===== src/rtl/bcg_pkg.sv =====
package bcg_pkg;
  typedef enum logic {
    ORD_COUNT = 1'b0,
    ORD_XOR   = 1'b1
  } order_e;
endpackage


===== src/rtl/bcg_len_decode.sv =====
module bcg_len_decode
  import bcg_pkg::*;
#(
  parameter int COL_W  = 8,
  parameter int CODE_W = 3,
  parameter int MAX_LG = 3
) (
  input  logic [CODE_W-1:0] code_i,
  input  order_e            order_i,
  output logic [COL_W-1:0]  mask_o,
  output logic              full_o,
  output logic              bad_o
);
  localparam logic [CODE_W-1:0] FULL_CODE = '1;

  // low 'lg' bits set: the wrap window of a burst of 2**lg beats
  function automatic logic [COL_W-1:0] wrap_mask(input logic [CODE_W-1:0] lg);
    logic [COL_W-1:0] m;
    for (int i = 0; i < COL_W; i++) m[i] = (i < int'(lg));
    return m;
  endfunction

  always_comb begin
    mask_o = '0;
    full_o = 1'b0;
    bad_o  = 1'b0;
    if (int'(code_i) <= MAX_LG) begin
      mask_o = wrap_mask(code_i);
    end else if (code_i == FULL_CODE && order_i == ORD_COUNT) begin
      full_o = 1'b1;
      mask_o = '1;
    end else begin
      bad_o = 1'b1;   // one beat, mask stays zero
    end
  end
endmodule


===== src/rtl/bcg_beat_ctr.sv =====
module bcg_beat_ctr
  import bcg_pkg::*;
#(
  parameter int COL_W = 8
) (
  input  logic             clk,
  input  logic             rst_n,
  input  logic             start_i,
  input  logic             stop_i,
  input  logic [COL_W-1:0] base_i,
  input  logic [COL_W-1:0] mask_i,
  input  logic             full_i,
  input  order_e           order_i,
  output logic             active_o,
  output logic [COL_W-1:0] beat_o,
  output logic [COL_W-1:0] base_o,
  output logic [COL_W-1:0] mask_o,
  output logic             full_o,
  output order_e           order_o,
  output logic             final_o
);
  logic stop_ev;
  logic done_ev;

  assign final_o = active_o && !full_o && (beat_o == mask_o);
  assign stop_ev = active_o && !start_i && stop_i;
  assign done_ev = active_o && !start_i && final_o;

  always_ff @(posedge clk) begin
    if (!rst_n) begin
      active_o <= 1'b0;
      beat_o   <= '0;
      base_o   <= '0;
      mask_o   <= '0;
      full_o   <= 1'b0;
      order_o  <= ORD_COUNT;
    end else if (start_i) begin
      active_o <= 1'b1;
      beat_o   <= '0;
      base_o   <= base_i;
      mask_o   <= mask_i;
      full_o   <= full_i;
      order_o  <= order_i;
    end else if (active_o) begin
      if (stop_ev || done_ev) active_o <= 1'b0;
      else                    beat_o   <= beat_o + 1'b1;
    end
  end

  assert_start_load_R2: assert property (@(posedge clk) disable iff (!rst_n)
    start_i |=> (active_o && beat_o == '0));

  assert_beat_step_R3: assert property (@(posedge clk) disable iff (!rst_n)
    (active_o && !start_i && !stop_i && !final_o) |=>
      (active_o && beat_o == COL_W'($past(beat_o) + 1'b1)));

  assert_stop_end_R7: assert property (@(posedge clk) disable iff (!rst_n)
    stop_ev |=> !active_o);
endmodule


===== src/rtl/bcg_addr_map.sv =====
module bcg_addr_map
  import bcg_pkg::*;
#(
  parameter int COL_W = 8
) (
  input  logic [COL_W-1:0] base_i,
  input  logic [COL_W-1:0] beat_i,
  input  logic [COL_W-1:0] mask_i,
  input  order_e           order_i,
  output logic [COL_W-1:0] col_o
);
  // counting order: add inside the window, keep bits above it
  function automatic logic [COL_W-1:0] count_col(input logic [COL_W-1:0] b,
                                                 input logic [COL_W-1:0] k,
                                                 input logic [COL_W-1:0] m);
    logic [COL_W-1:0] sum;
    sum = b + k;
    return (b & ~m) | (sum & m);
  endfunction

  // XOR order: flip the window bits by the beat index
  function automatic logic [COL_W-1:0] xor_col(input logic [COL_W-1:0] b,
                                               input logic [COL_W-1:0] k,
                                               input logic [COL_W-1:0] m);
    return b ^ (k & m);
  endfunction

  always_comb begin
    if (order_i == ORD_XOR) col_o = xor_col(base_i, beat_i, mask_i);
    else                    col_o = count_col(base_i, beat_i, mask_i);
  end
endmodule


===== src/rtl/bcg_burst_col.sv =====
module bcg_burst_col
  import bcg_pkg::*;
#(
  parameter int COL_W  = 8,
  parameter int CODE_W = 3,
  parameter int MAX_LG = 3
) (
  input  logic              clk,
  input  logic              rst_n,
  input  logic              start_i,
  input  logic [COL_W-1:0]  start_col_i,
  input  logic [CODE_W-1:0] len_code_i,
  input  logic              interleave_i,
  input  logic              stop_i,
  output logic [COL_W-1:0]  col_o,
  output logic              valid_o,
  output logic              last_o,
  output logic              err_o
);
  order_e           req_order;
  logic [COL_W-1:0] req_mask;
  logic             req_full;
  logic             req_bad;
  logic             act;
  logic [COL_W-1:0] beat;
  logic [COL_W-1:0] cur_base;
  logic [COL_W-1:0] cur_mask;
  logic             cur_full;
  order_e           cur_order;
  logic             fin;
  logic             bad_start;

  assign req_order = order_e'(interleave_i);
  assign bad_start = start_i && req_bad;

  bcg_len_decode #(.COL_W(COL_W), .CODE_W(CODE_W), .MAX_LG(MAX_LG)) u_dec (
    .code_i (len_code_i),
    .order_i(req_order),
    .mask_o (req_mask),
    .full_o (req_full),
    .bad_o  (req_bad)
  );

  bcg_beat_ctr #(.COL_W(COL_W)) u_ctr (
    .clk     (clk),
    .rst_n   (rst_n),
    .start_i (start_i),
    .stop_i  (stop_i),
    .base_i  (start_col_i),
    .mask_i  (req_mask),
    .full_i  (req_full),
    .order_i (req_order),
    .active_o(act),
    .beat_o  (beat),
    .base_o  (cur_base),
    .mask_o  (cur_mask),
    .full_o  (cur_full),
    .order_o (cur_order),
    .final_o (fin)
  );

  bcg_addr_map #(.COL_W(COL_W)) u_map (
    .base_i (cur_base),
    .beat_i (beat),
    .mask_i (cur_mask),
    .order_i(cur_order),
    .col_o  (col_o)
  );

  always_ff @(posedge clk) begin
    if (!rst_n)         err_o <= 1'b0;
    else if (bad_start) err_o <= 1'b1;
  end

  assign valid_o = act;
  assign last_o  = fin;

  assert_upper_fixed_R3: assert property (@(posedge clk) disable iff (!rst_n)
    valid_o |-> (((col_o ^ cur_base) & ~cur_mask) == '0));

  assert_last_then_idle_R5: assert property (@(posedge clk) disable iff (!rst_n)
    (last_o && !start_i) |=> !valid_o);

  assert_full_never_last_R6: assert property (@(posedge clk) disable iff (!rst_n)
    (start_i && req_full) |=> (valid_o && !last_o));

  assert_bad_single_R8: assert property (@(posedge clk) disable iff (!rst_n)
    bad_start |=> (last_o && err_o));

  assert_err_sticky_R8: assert property (@(posedge clk) disable iff (!rst_n)
    err_o |=> err_o);
endmodule


===== config.mk =====
export PLATFORM = sky130hd
export DESIGN_NAME = bcg_burst_col
export DESIGN_NICKNAME = d
export VERILOG_FILES = /design/src/rtl/bcg_pkg.sv /design/src/rtl/bcg_len_decode.sv /design/src/rtl/bcg_beat_ctr.sv /design/src/rtl/bcg_addr_map.sv /design/src/rtl/bcg_burst_col.sv
export SDC_FILE = /design/constraint.sdc
export NUM_CORES = 1
export LEC_CHECK = 0
export BUFFER_PORTS_ARGS = -buffer_cell sky130_fd_sc_hd__buf_2
export CORE_MARGIN = 3
export CORE_UTILIZATION = 53
export CTS_BUF_LIST = sky130_fd_sc_hd__clkbuf_4
export DETAILED_ROUTE_END_ITERATION = 12
export PLACE_DENSITY_LB_ADDON = 0.25
export SYNTH_ARGS = -nofsm -noshare
export SYNTH_HDL_FRONTEND = slang
export SYNTH_SLANG_ARGS = --single-unit

===== constraint.sdc =====
create_clock -name clk -period 2.3 [get_ports clk]
set_input_delay 0.46 -clock clk [delete_from_list [all_inputs] [get_ports clk]]
set_output_delay 0.46 -clock clk [all_outputs]
set_load 0.01 [all_outputs]

* After elaboration in Yosys (flattened, before gate mapping)
Cells that the tools add are included.
** Operators by class
- Reductions and logical operators :: 12
- $add $sub $neg :: 2
- $mul :: 0
- Bitwise gates (word level) :: 9
- Shift-type cells :: 0
- Order comparisons :: 8
- Divide/modulo/power cells :: 0
- Multiplexer cells :: 10
- Equal/unequal tests :: 2
** Operators with widths (number)
- $and 8x8->8 :: 3
- $mux 8 :: 3
- $lt 3x3->1 const A :: 3
- $add 8x1->8 const B :: 1
- $add 8x8->8 :: 1
- $eq 8x8->1 :: 1
- $not 8->8 :: 1
- $or 8x8->8 :: 1
- $xor 8x8->8 :: 1
- $logic_and 1x1->1 :: 7
- $mux 1 :: 7
- $lt 1x3->1 const A :: 2
- $lt 2x3->1 const A :: 2
- $eq 3x3->1 const B :: 1
- $le 3x2->1 const B :: 1
- $not 1->1 :: 3
- $logic_not 1->1 :: 2
- $reduce_and 2->1 :: 1
- $reduce_or 2->1 :: 1
- $logic_or 1x1->1 :: 1
** Word-level totals
- Memories kept :: 0
- Input port bits :: 16
- Bits in latches :: 0
- Memory bits (read-only) :: 0
- Register bits after elaboration :: 28
- Output and inout bits :: 11
- Logic and storage cells :: 50
- RAM bits :: 0

* Depth between registers and ports, before layout
Gate-level depths: netlist of run 1.
- Depth after elaboration :: 8
- Gate-level depth with buffers :: 9
- Mapped depth without buffers :: 9

* By module
From an unflattened synthesis of run 1, not the netlist that was laid out.
** Second synthesis, totals
- Cells, all modules :: 215
- Area, all modules :: 1903.1 sq um
** Modules (own cells, without submodules)
- bcg_beat_ctr :: times used 1, area an instance 1257.5 sq um, seq. area each 540.5 sq um, cells an instance 127
- bcg_addr_map :: times used 1, area an instance 513.0 sq um, seq. area each 0.0 sq um, cells an instance 71
- bcg_len_decode :: times used 1, area an instance 101.3 sq um, seq. area each 0.0 sq um, cells an instance 14
- bcg_burst_col :: times used 1, area an instance 31.3 sq um, seq. area each 20.0 sq um, cells an instance 3

* Worst setup path after synthesis of run 1
No wires, ideal clock.
- Kind :: reg2out
- Start point :: register u_ctr.beat_o[0]
- End point :: output col_o[6]
- Required time :: 1.840 ns
- Stages on the path, launching flop included :: 10
- Setup slack :: 0.036 ns
- Path buffers :: 0
- Arrival :: 1.804 ns
- Path through :: dfxtp_1 -> ha_1 -> inv_1 -> fa_1 -> nor2b_1 -> o31a_1 -> o21ai_0 -> nand2b_1 -> xnor2_1 -> o21ai_0
** On the way
- Cells in the longest elaborated chain, start to end :: 4
** RTL lines
- start: declaration :: RTL line bcg_beat_ctr.sv:15 : output logic [COL_W-1:0] beat_o,
- start signal: assignment :: RTL line bcg_beat_ctr.sv:46 : else beat_o <= beat_o + 1'b1;
- $add 8x8->8 :: RTL line bcg_addr_map.sv:17 : sum = b + k;
- $and 8x8->8 :: RTL line bcg_addr_map.sv:18 : return (b & ~m) | (sum & m);
- $or 8x8->8 :: RTL line bcg_addr_map.sv:18
- $mux 8 :: RTL line bcg_addr_map.sv:29 : if (order_i == ORD_XOR) col_o = xor_col(base_i, beat_i, mask_i);
- end: declaration :: RTL line bcg_burst_col.sv:15 : output logic [COL_W-1:0] col_o,
No other way between the ends.

* Final worst setup path of run 1
- Start point :: register u_ctr.base_o[0]
- End point :: output col_o[6]
** On the way
- Cells in the longest elaborated chain, start to end :: 4
** RTL lines
- start: declaration :: RTL line bcg_beat_ctr.sv:16 : output logic [COL_W-1:0] base_o,
- start signal: assignment :: RTL line bcg_beat_ctr.sv:40 : base_o <= base_i;
- $add 8x8->8 :: RTL line bcg_addr_map.sv:17
- $and 8x8->8 :: RTL line bcg_addr_map.sv:18
- $or 8x8->8 :: RTL line bcg_addr_map.sv:18
- $mux 8 :: RTL line bcg_addr_map.sv:29
No other way between the ends.

==> implementation parameters, run 1 <==
Parameter                              Value

Global routing
  Most used routing layer ... met2
  Global-route wire length before repair ... 7058 µm
  Maximum number of pins on one net before global-route repair ... 21
  Global-route usage over all layers ... approximately 22%
  Gr ovfl total ... 0
  Number of antenna violations at the first check in global routing ... 0
  Met3 capacity usage during global routing ... between 4 and 5%
  GR Util met1 ... 28.81%
  Met2 Resource Use GR ... 38.58%
  Vias in the first global route ... ~1500

Yosys
  Mean instance size in the synthesized netlist ... 9.076 µm²
  Cell count after synthesis ... roughly 190
  Count leader, synth ... sky130_fd_sc_hd__dfxtp_1
  Post-synth ARST share ... 0%
  Library cell with the largest summed area after synthesis ... sky130_fd_sc_hd__dfxtp_1
  Number of enable flip-flop cells after synthesis ... 0
  YS warnings ... 0
  Top_reg_cell synth ... sky130_fd_sc_hd__dfxtp_1
  Synth top area share ... between 30% and 40%
  Largest cells by area after synthesis ... sky130_fd_sc_hd__dfxtp_1 32%, sky130_fd_sc_hd__ha_1 12%, sky130_fd_sc_hd__mux2i_1 6.6%
  Cell area after synthesis ... between 1500 and 2000 µm²
  FF+latch count, synth ... 27
  Top cell types by occurrence after synthesis ... 27 x sky130_fd_sc_hd__dfxtp_1, 17 x sky130_fd_sc_hd__nor2b_1, 16 x sky130_fd_sc_hd__ha_1
  Number of nets in the synthesized netlist ... 218
  Yosys cell types ... 36
  Post-synthesis sequential area ratio ... ~32%

Die
  Starting Density ... about 58%
  Die area ... around 3900 µm²
  Row Count ... 19
  Die boundary height ... ~62 µm
  Top-level I/O count ... 27
  Die Width ... slightly above 60 µm
  Total core area ... 2877 µm²

Pwr
  Net load switching power ... roughly 260 µW
  Maximum vdd drop ... 463.7 µV
  Total Power Consumption ... approximately 900 µW
  Switching share of power ... 28.91%
  Cell internal pwr ... about 650 µW
  Leak pwr ... around 1.0 nW
  Clk network pwr share ... 24.5%
  Combinational Power Share ... 19.9%
  Power share of the sequential group ... a little under three fifths
  Power Density ... 404.6 nW/µm²

Route
  First drt pass iteration count ... 4
  Total Wirelength ... around 4500 µm
  Number of DRC violations after detailed-routing iteration 0 ... between 80 and 90
  Ratio of routed vias to standard cells ... between 5 and 6
  DR WL/cell ... around 17 µm
  Antenna-violating nets left ... 0
  Drt drc ... 0
  Via count of the routed design ... between 1500 and 2000

Placement
  Number of buffer cells added on primary ports ... 26
  Half-perimeter wire length of the detailed placement result ... 2948 µm
  Global placer's final weighted congestion ... just under 1
  Cell total after placement ... between 200 and 300

Setup path
  CP Cell Sequence ... ha_4 > inv_2 > fa_2 > nor2b_4 > o31a_1 > o21ai_2 > nand2b_1 > xnor2_1 > o21ai_1 > buf_2
  Endpoint kind of the worst setup timing path ... output port
  Cell type of the slowest stage on the worst timing path ... sky130_fd_sc_hd__dfxtp_4
  Worst path max stage delay ... roughly 380 ps
  Worst-path maximum fanout ... 2
  Worst path top cell family by delay ... compound AO/OA/AOI/OAI gates
  Number of buffer and inverter stages on the critical path ... 2
  WP data required ... around 1800 ps
  Internal reg-to-reg setup slack ... about 160 ps
  Startpoint kind of the worst setup timing path ... flip-flop
  Critical path start-end classification ... reg -> out
  Data arrival time of the critical path ... around 2200 ps

Clocking
  Clock tree root driver cell ... sky130_fd_sc_hd__clkbuf_4
  Clock sinks ... 27
  CTS buffer count ... 3
  Clock insertion delay at the later pin of the skew report ... approximately 340 ps
  Max Buffers Root-to-Sink ... 2
  Number of buffers inserted for hold repair after clock tree synthesis ... 0
  CTS HTree Levels ... 1
  TritonCTS clock tree ... yes
  Post-CTS clock slew at the launch and capture registers of the worst setup and hold paths ... around 160 ps

Cells and area
  Fraction of final layout cells with drive strength greater than 1 ... about two fifths
  Final core utilization ... 78.29%
  Area growth, synth to finish ... 34.13%
  Post-route non-filler standard cell count ... around 270
  Final net count ... about 260
  Antenna diode count ... 0

Timing
  Worst slew margin relative to its limit ... just under 60%
  Share of the clock period used by the worst path ... 114.4%
  Actual slew at the worst max-slew pin ... between 600 and 700 ps
  Final Worst Setup Slack ... -332.0 ps
  Time the worst path needs with I/O delays and setup ... 2632 ps
  Number of pins exceeding their max-slew limit in the final report ... 0
  Number of failing setup endpoints in the final timing report ... 5
  Final Hold Slack ... between 300 and 400 ps
  Maximum achievable frequency ... 0.3799 GHz
  Final hold violation count ... 0
  Unrepaired setup endpoints after global routing ... true
  Largest clock skew in the final design ... just under 10 ps

Hold path
  Kind of path behind the tightest hold check ... in -> reg

Flow run
  Number of violations of the max-capacitance limit ... 0

Status
  Run status ... finished with violations
  Violated checks ... negative setup slack
==> layout make-up <==
cell class / count / area [µm²]
multi-input combinational: 145 / 1274
fill: 190 / 624.3
sequential: 27 / 566.8
timing repair buffer: 48 / 305.3
tap: 42 / 52.55
clock buffer: 3 / 22.52
inverter: 6 / 22.52
clock inverter: 1 / 8.758
==> worst register-to-register path, delay by kind of cell (launching register included) <==
kind | cells | cell delay [ps]
and+or+nand+nor | 3 | 460
AOI/OAI and AO/OA | 3 | 570
buffers and inverters | 3 | 390
DFF | 1 | 390
adders and majority gates | 1 | 260
==> flip-flops by register name, summed over array words and instances, names as in the netlist <==
signal	count
u_ctr.active_o	1
err_o	1
u_ctr.base_o	8
u_ctr.full_o	1
u_ctr.beat_o	8
u_ctr.mask_o	7
u_ctr.order_o	1
==> metal layers <==
layer  vias to the layer above  part of all wire [%]
li1                        753                     -
met1                       742                    44
met2                        43                    51
met3                         4                   4.1
met4                         0                  0.77
met5                         -                     0
==> path summary, 6_finish.rpt <==
kind                                       end  depth (start not counted)                         start
setup / recovery                      col_o[6]                         10  u_ctr.base_o[0]$_SDFFE_PN0P_
hold / removal    u_ctr.base_o[7]$_SDFFE_PN0P_                          3                start_col_i[7]
setup reg to reg  u_ctr.beat_o[7]$_SDFFE_PP0P_                         10  u_ctr.beat_o[1]$_SDFFE_PP0P_
hold reg to reg             err_o$_SDFFE_PN0P_                          1            err_o$_SDFFE_PN0P_
==> power by group through the flow <==
stage | clock network, mW | logic [mW] | registers (mW)
after floorplan | 0 | 0.0995 | 0.508
after global placement | 0 | 0.146 | 0.512
after detailed placement | 0 | 0.150 | 0.514
after CTS | 0.231 | 0.165 | 0.506
after global routing | 0.249 | 0.199 | 0.510
final | 0.224 | 0.181 | 0.507
==> cell usage in the layout, fill, tap and decap left out, types with 2 or more instances in the layout <==
master,count
sky130_fd_sc_hd__buf_4,21
sky130_fd_sc_hd__nor2_1,11
sky130_fd_sc_hd__o21a_1,3
sky130_fd_sc_hd__nor2b_1,16
sky130_fd_sc_hd__o21ai_2,2
sky130_fd_sc_hd__o21ai_1,2
sky130_fd_sc_hd__o21ai_0,6
sky130_fd_sc_hd__a31oi_1,3
sky130_fd_sc_hd__dfxtp_4,4
sky130_fd_sc_hd__a211oi_1,4
sky130_fd_sc_hd__or3_1,2
sky130_fd_sc_hd__buf_2,25
sky130_fd_sc_hd__nand2b_1,5
sky130_fd_sc_hd__dfxtp_1,14
sky130_fd_sc_hd__a21o_1,6
sky130_fd_sc_hd__nand4_1,3
sky130_fd_sc_hd__inv_1,5
sky130_fd_sc_hd__clkbuf_4,3
sky130_fd_sc_hd__buf_6,2
sky130_fd_sc_hd__xnor2_1,5
sky130_fd_sc_hd__nand2_1,8
sky130_fd_sc_hd__a21oi_2,2
sky130_fd_sc_hd__and4_1,2
sky130_fd_sc_hd__xor2_1,9
sky130_fd_sc_hd__dfxtp_2,9
sky130_fd_sc_hd__ha_4,10
sky130_fd_sc_hd__nand3_1,2
sky130_fd_sc_hd__mux2i_1,11
sky130_fd_sc_hd__a21oi_1,8
sky130_fd_sc_hd__o211a_1,2
sky130_fd_sc_hd__ha_1,6
==> through the flow <==
step	worst slack (ps)	instance area, µm²	setup TNS [ps]
final	-332.0	2252	-1184
after detailed placement	-36.40	1916	-60.44
after global routing	-451.1	2252	-1660
after CTS	-267.2	2120	-996.7
after global placement	7.642	1916	0
after floorplan	36.14	1679	0
==> cells by family after synthesis <==
| group | after synthesis | synth area share (%) |
|---|---|---|
| xor gates and xnor gates | 14 | 7.303 |
| DFF | 27 | 32.19 |
| AOI/OAI and AO/OA | 49 | 19.15 |
| and+or+nand+nor | 54 | 18.18 |
| buffers and inverters | 13 | 3.502 |
| adders and majority gates | 17 | 13.11 |
| muxes | 11 | 6.558 |
==> repair_timing <==
action	4_1_cts	5_1_grt
gates resized for setup	32	19
setup endpoints to repair	8	10
setup buffers	6	5
endpoints found under the hold margin	0	0
pin swaps	10	17
(Power assumes the default switching activity.)
==> inputs of run 2 (changes only) <==
- SYNTH_HIERARCHICAL: unset -> 1
==> implementation parameters, run 2 <==
Parameter                              Value

Status
  Run status ... finished with violations (unchanged)
  Violated checks ... negative setup slack (unchanged)

Clocking
  CTS buffer count ... 3 (unchanged)
  Number of buffers inserted for hold repair after clock tree synthesis ... 0 (unchanged)
  Clock sinks ... 28 (was 27)
  TritonCTS clock tree ... yes (unchanged)
  CTS HTree Levels ... 1 (unchanged)
  Clock insertion delay at the later pin of the skew report ... 330 ps (was 340 ps)
  Clock tree root driver cell ... sky130_fd_sc_hd__clkbuf_4 (unchanged)
  Post-CTS clock slew at the launch and capture registers of the worst setup and hold paths ... 160 ps (about the same)
  Max Buffers Root-to-Sink ... 2 (unchanged)

Placement
  Worst slack at placement ... 27.35 ps (was -36.40 ps)
  Global placer's final weighted congestion ... 0.8933 (was 0.9875)
  Cell total after placement ... 294 (was 258)
  Half-perimeter wire length of the detailed placement result ... 3295 µm (was 2948 µm)
  Number of buffer cells added on primary ports ... 26 (unchanged)

Setup path
  Data arrival time of the critical path ... 2100 ps (was 2170 ps)
  Internal reg-to-reg setup slack ... 300 ps (was 160 ps)
  Worst Reg2Reg Path Length in Cells ... 8 (was 10)
  Worst flop-to-flop path endpoint ... u_ctr/beat_o[5]$_SDFFE_PP0P_ (was u_ctr.beat_o[7]$_SDFFE_PP0P_)
  Startpoint kind of the worst setup timing path ... flip-flop (unchanged)
  WP data required ... 1840 ps (about the same)
  Worst-path maximum fanout ... 2 (unchanged)
  Endpoint kind of the worst setup timing path ... output port (unchanged)
  Critical R2R Launch ... u_ctr/beat_o[1]$_SDFFE_PP0P_ (was u_ctr.beat_o[1]$_SDFFE_PP0P_)
  Critical path start-end classification ... reg -> out (unchanged)

Cells and area
  Area growth, synth to finish ... 28.27% (was 34.13%)
  Final net count ... 286 (was 264)
  Post-route non-filler standard cell count ... 306 (was 272)
  Fraction of final layout cells with drive strength greater than 1 ... 35.77% (was 39.13%)
  Commonest cells after routing, fill and taps aside ... 25 x sky130_fd_sc_hd__buf_2, 20 x sky130_fd_sc_hd__nor2b_1, 20 x sky130_fd_sc_hd__buf_4 (was 25 x sky130_fd_sc_hd__buf_2, 21 x sky130_fd_sc_hd__buf_4, 16 x sky130_fd_sc_hd__nor2b_1)
  Number of fillers in the final layout ... 262 (was 190)
  Most common cell after layout, fill and taps aside ... sky130_fd_sc_hd__buf_2 (unchanged)
  Antenna diode count ... 0 (unchanged)
  Biggest registers after layout ... u_ctr/base_o: 8 flops, u_ctr/beat_o: 8 flops, u_ctr/mask_o: 8 flops (was u_ctr.base_o: 8 flops, u_ctr.beat_o: 8 flops, u_ctr.mask_o: 7 flops)

Yosys
  Yosys cell types ... 54 (was 36)
  Number of nets in the synthesized netlist ... 240 (was 218)
  Proportion of synthesized area in mux cells ... 10.06% (was 6.557%)
  YS warnings ... 6 (was 0)
  Top cell types by occurrence after synthesis ... 28 x sky130_fd_sc_hd__dfxtp_1, 20 x sky130_fd_sc_hd__nor2b_1, 18 x sky130_fd_sc_hd__mux2i_1 (was 27 x sky130_fd_sc_hd__dfxtp_1, 17 x sky130_fd_sc_hd__nor2b_1, 16 x sky130_fd_sc_hd__ha_1)
  Number of enable flip-flop cells after synthesis ... 0 (unchanged)
  Post-synth ARST share ... 0% (unchanged)
  FF+latch count, synth ... 28 (was 27)
  Mean instance size in the synthesized netlist ... 8.852 µm² (was 9.076 µm²)
  Post-synthesis simple-gate area fraction ... 23.21% (was 18.18%)
  Share of the synthesized netlist area taken by xor and xnor gates ... 7.232% (was 7.303%)
  Main combinational cell family by area after synthesis ... simple AND/OR/NAND/NOR gates (was compound AO/OA/AOI/OAI gates)
  Post-synthesis compound-gate area fraction ... 19.86% (was 19.15%)
  Count leader, synth ... sky130_fd_sc_hd__dfxtp_1 (unchanged)
  Synth top area share ... 29.45% (was 32.19%)
  Top_reg_cell synth ... sky130_fd_sc_hd__dfxtp_1 (unchanged)
  Library cell with the largest summed area after synthesis ... sky130_fd_sc_hd__dfxtp_1 (unchanged)
  Largest cells by area after synthesis ... sky130_fd_sc_hd__dfxtp_1 29%, sky130_fd_sc_hd__mux2i_1 9.5%, sky130_fd_sc_hd__nor2b_1 6.6% (was sky130_fd_sc_hd__dfxtp_1 32%, sky130_fd_sc_hd__ha_1 12%, sky130_fd_sc_hd__mux2i_1 6.6%)
  Adder-cell share of the synthesized area ... 6.312% (was 13.11%)
  Cell area after synthesis ... 1903 µm² (was 1679 µm²)
  Cell count after synthesis ... 215 (was 185)
  Post-synthesis sequential area ratio ... 29.45% (was 32.19%)

Hold path
  Hold Startpoint ... start_col_i[2] (was start_col_i[7])
  Endpoint of the worst hold-timing path ... u_ctr/base_o[2]$_SDFFE_PN0P_ (was u_ctr.base_o[7]$_SDFFE_PN0P_)
  Kind of path behind the tightest hold check ... in -> reg (unchanged)
  Hold path depth ... 3 (unchanged)

Global routing
  Global-route wire length before repair ... 7672 µm (was 7058 µm)
  Number of antenna violations at the first check in global routing ... 0 (unchanged)
  Global-route usage over all layers ... 22.95% (was 22.45%)
  Maximum number of pins on one net before global-route repair ... 23 (was 21)
  Gr ovfl total ... 0 (unchanged)
  Vias in the first global route ... 1639 (was 1516)

Timing
  Share of the clock period used by the worst path ... 111.1% (was 114.4%)
  Actual slew at the worst max-slew pin ... 422.7 ps (was 622.2 ps)
  Unrepaired setup endpoints after global routing ... true (unchanged)
  Largest clock skew in the final design ... 4.010 ps (was 9.617 ps)
  Final Worst Setup Slack ... -255.5 ps (was -332.0 ps)
  Number of pins exceeding their max-slew limit in the final report ... 0 (unchanged)
  Final hold violation count ... 0 (unchanged)
  Maximum achievable frequency ... 0.3913 GHz (was 0.3799 GHz)
  Time the worst path needs with I/O delays and setup ... 2556 ps (was 2632 ps)
  Number of failing setup endpoints in the final timing report ... 5 (unchanged)
  Worst slew margin relative to its limit ... 71.51% (was 58.20%)

Die
  Top-level I/O count ... 27 (unchanged)
  Die Width ... 65.92 µm (was 62.29 µm)
  Row Count ... 21 (was 19)
  Die area ... 4345 µm² (was 3879 µm²)
  Total core area ... 3390 µm² (was 2877 µm²)
  Starting Density ... 56.15% (was 58.37%)
  Die boundary height ... 65.92 µm (was 62.29 µm)

Route
  Number of DRC violations after detailed-routing iteration 0 ... 134 (was 88)
  Total Wirelength ... 4978 µm (was 4526 µm)
  Via count of the routed design ... 1800 (was 1542)
  Antenna-violating nets left ... 0 (unchanged)
  First drt pass iteration count ... 4 (unchanged)
  Drt drc ... 0 (unchanged)
  DR WL/cell ... 16.27 µm (was 16.64 µm)
  Ratio of routed vias to standard cells ... 5.882 (was 5.669)

Pwr
  Power Density ... 433.1 nW/µm² (was 404.6 nW/µm²)
  Leak pwr ... 0.9667 nW (was 1.023 nW)
  Maximum vdd drop ... 518.5 µV (was 463.7 µV)

Flow run
  Number of violations of the max-capacitance limit ... 0 (unchanged)
run 2: cell count changes after synthesis, sizes merged, moves of 6 or more:
| cell | delta |
|---|---|
| nand3 | +8 |
| nor2 | -6 |
| xnor2 | +6 |
| xor2 | -6 |
| ha | -8 |
| mux2i | +7 |
run 2: what timing repair did:
item | 4_1_cts | 5_1_grt
buffers inserted | 3 | 5
resized for setup | 18 | 24
hold endpoints to repair | 0 | 0
gates cloned | 0 | 0
setup endpoints to repair | 5 | 7
pin swaps | 6 | 12
run 2: worst max path at each step:
stage	start	endpoint	slack (ps)	cells after the start
2_1_floorplan	u_ctr/beat_o[0]$_SDFFE_PP0P_	col_o[6]	30	8
3_3_place_gp	u_ctr/base_o[0]$_SDFFE_PN0P_	col_o[6]	80	9
3_5_place_dp	u_ctr/base_o[4]$_SDFFE_PN0P_	col_o[7]	30	7
4_1_cts	u_ctr/base_o[4]$_SDFFE_PN0P_	col_o[7]	-230	8
5_1_grt	u_ctr/base_o[0]$_SDFFE_PN0P_	col_o[6]	-360	9
6_report	u_ctr/base_o[0]$_SDFFE_PN0P_	col_o[6]	-260	9
run 2: per-layer routing:
layer,wire (µm),vias up,share of wire [%],track usage (%)
li1,-,874,-,-
met1,2229,871,45,29.05
met2,2470,53,50,40.43
met3,254,2,5.1,3.741
met4,24,0,0.48,5.181
met5,0,-,0,0
run 2: area by class of cell:
cell class / count / area (µm²) / share of cell area [%]
clock buffers: 3 / 22.52 / 0.9226
inverters: 9 / 33.78 / 1.384
clock inverters: 1 / 30.03 / 1.230
well taps: 46 / 57.56 / 2.358
flip-flops and latches: 28 / 589.3 / 24.14
repair buffers: 48 / 309.0 / 12.66
multi-input cells: 171 / 1399 / 57.30
run 2: logic make-up (layout without fill, tap and decap cells):
| family | after synthesis | after routing |
|---|---|---|
| fa+ha+maj | 9 | 9 |
| flops | 28 | 28 |
| compound gates | 55 | 55 |
| xor+xnor | 14 | 14 |
| simple gates | 74 | 74 |
| buf+inv | 16 | 61 |
| mux | 19 | 19 |
run 2: per-stage QoR:
| stage | total power, mW | util [%] | hold slack (ps) | area, µm² | setup TNS [ps] |
|---|---|---|---|---|---|
| 2_1_floorplan | 0.6481 | - | 473.1 | 1903 | 0 |
| 3_3_place_gp | 0.7062 | 63.60 | 474.2 | 2156 | 0 |
| 3_5_place_dp | 0.7097 | 63.60 | 482.0 | 2156 | 0 |
| 4_1_cts | 1.047 | 68.40 | 375.8 | 2318 | -915.9 |
| 5_1_grt | 1.108 | 72.02 | 384.6 | 2441 | -1427 |
| 6_report | 1.057 | 72.02 | 378.1 | 2441 | -1019 |
run 2: worst max-delay path: stages (launching register included):
cell and delay, ps:
sky130_fd_sc_hd__dfxtp_2 370, sky130_fd_sc_hd__ha_4 170, sky130_fd_sc_hd__inv_2 50, sky130_fd_sc_hd__fa_2 220, sky130_fd_sc_hd__nor2b_4 50, sky130_fd_sc_hd__o31a_1 260, sky130_fd_sc_hd__o31ai_2 220, sky130_fd_sc_hd__xnor2_1 100
sky130_fd_sc_hd__a31o_1 210, sky130_fd_sc_hd__buf_2 130
run 2: power breakdown:
part	switching (mW)	internal [mW]	leakage [nW]	total (mW)
logic	0.104	0.102	0.704	0.205
clock network	0.154	0.176	0.0279	0.330
registers	0.0227	0.499	0.235	0.522
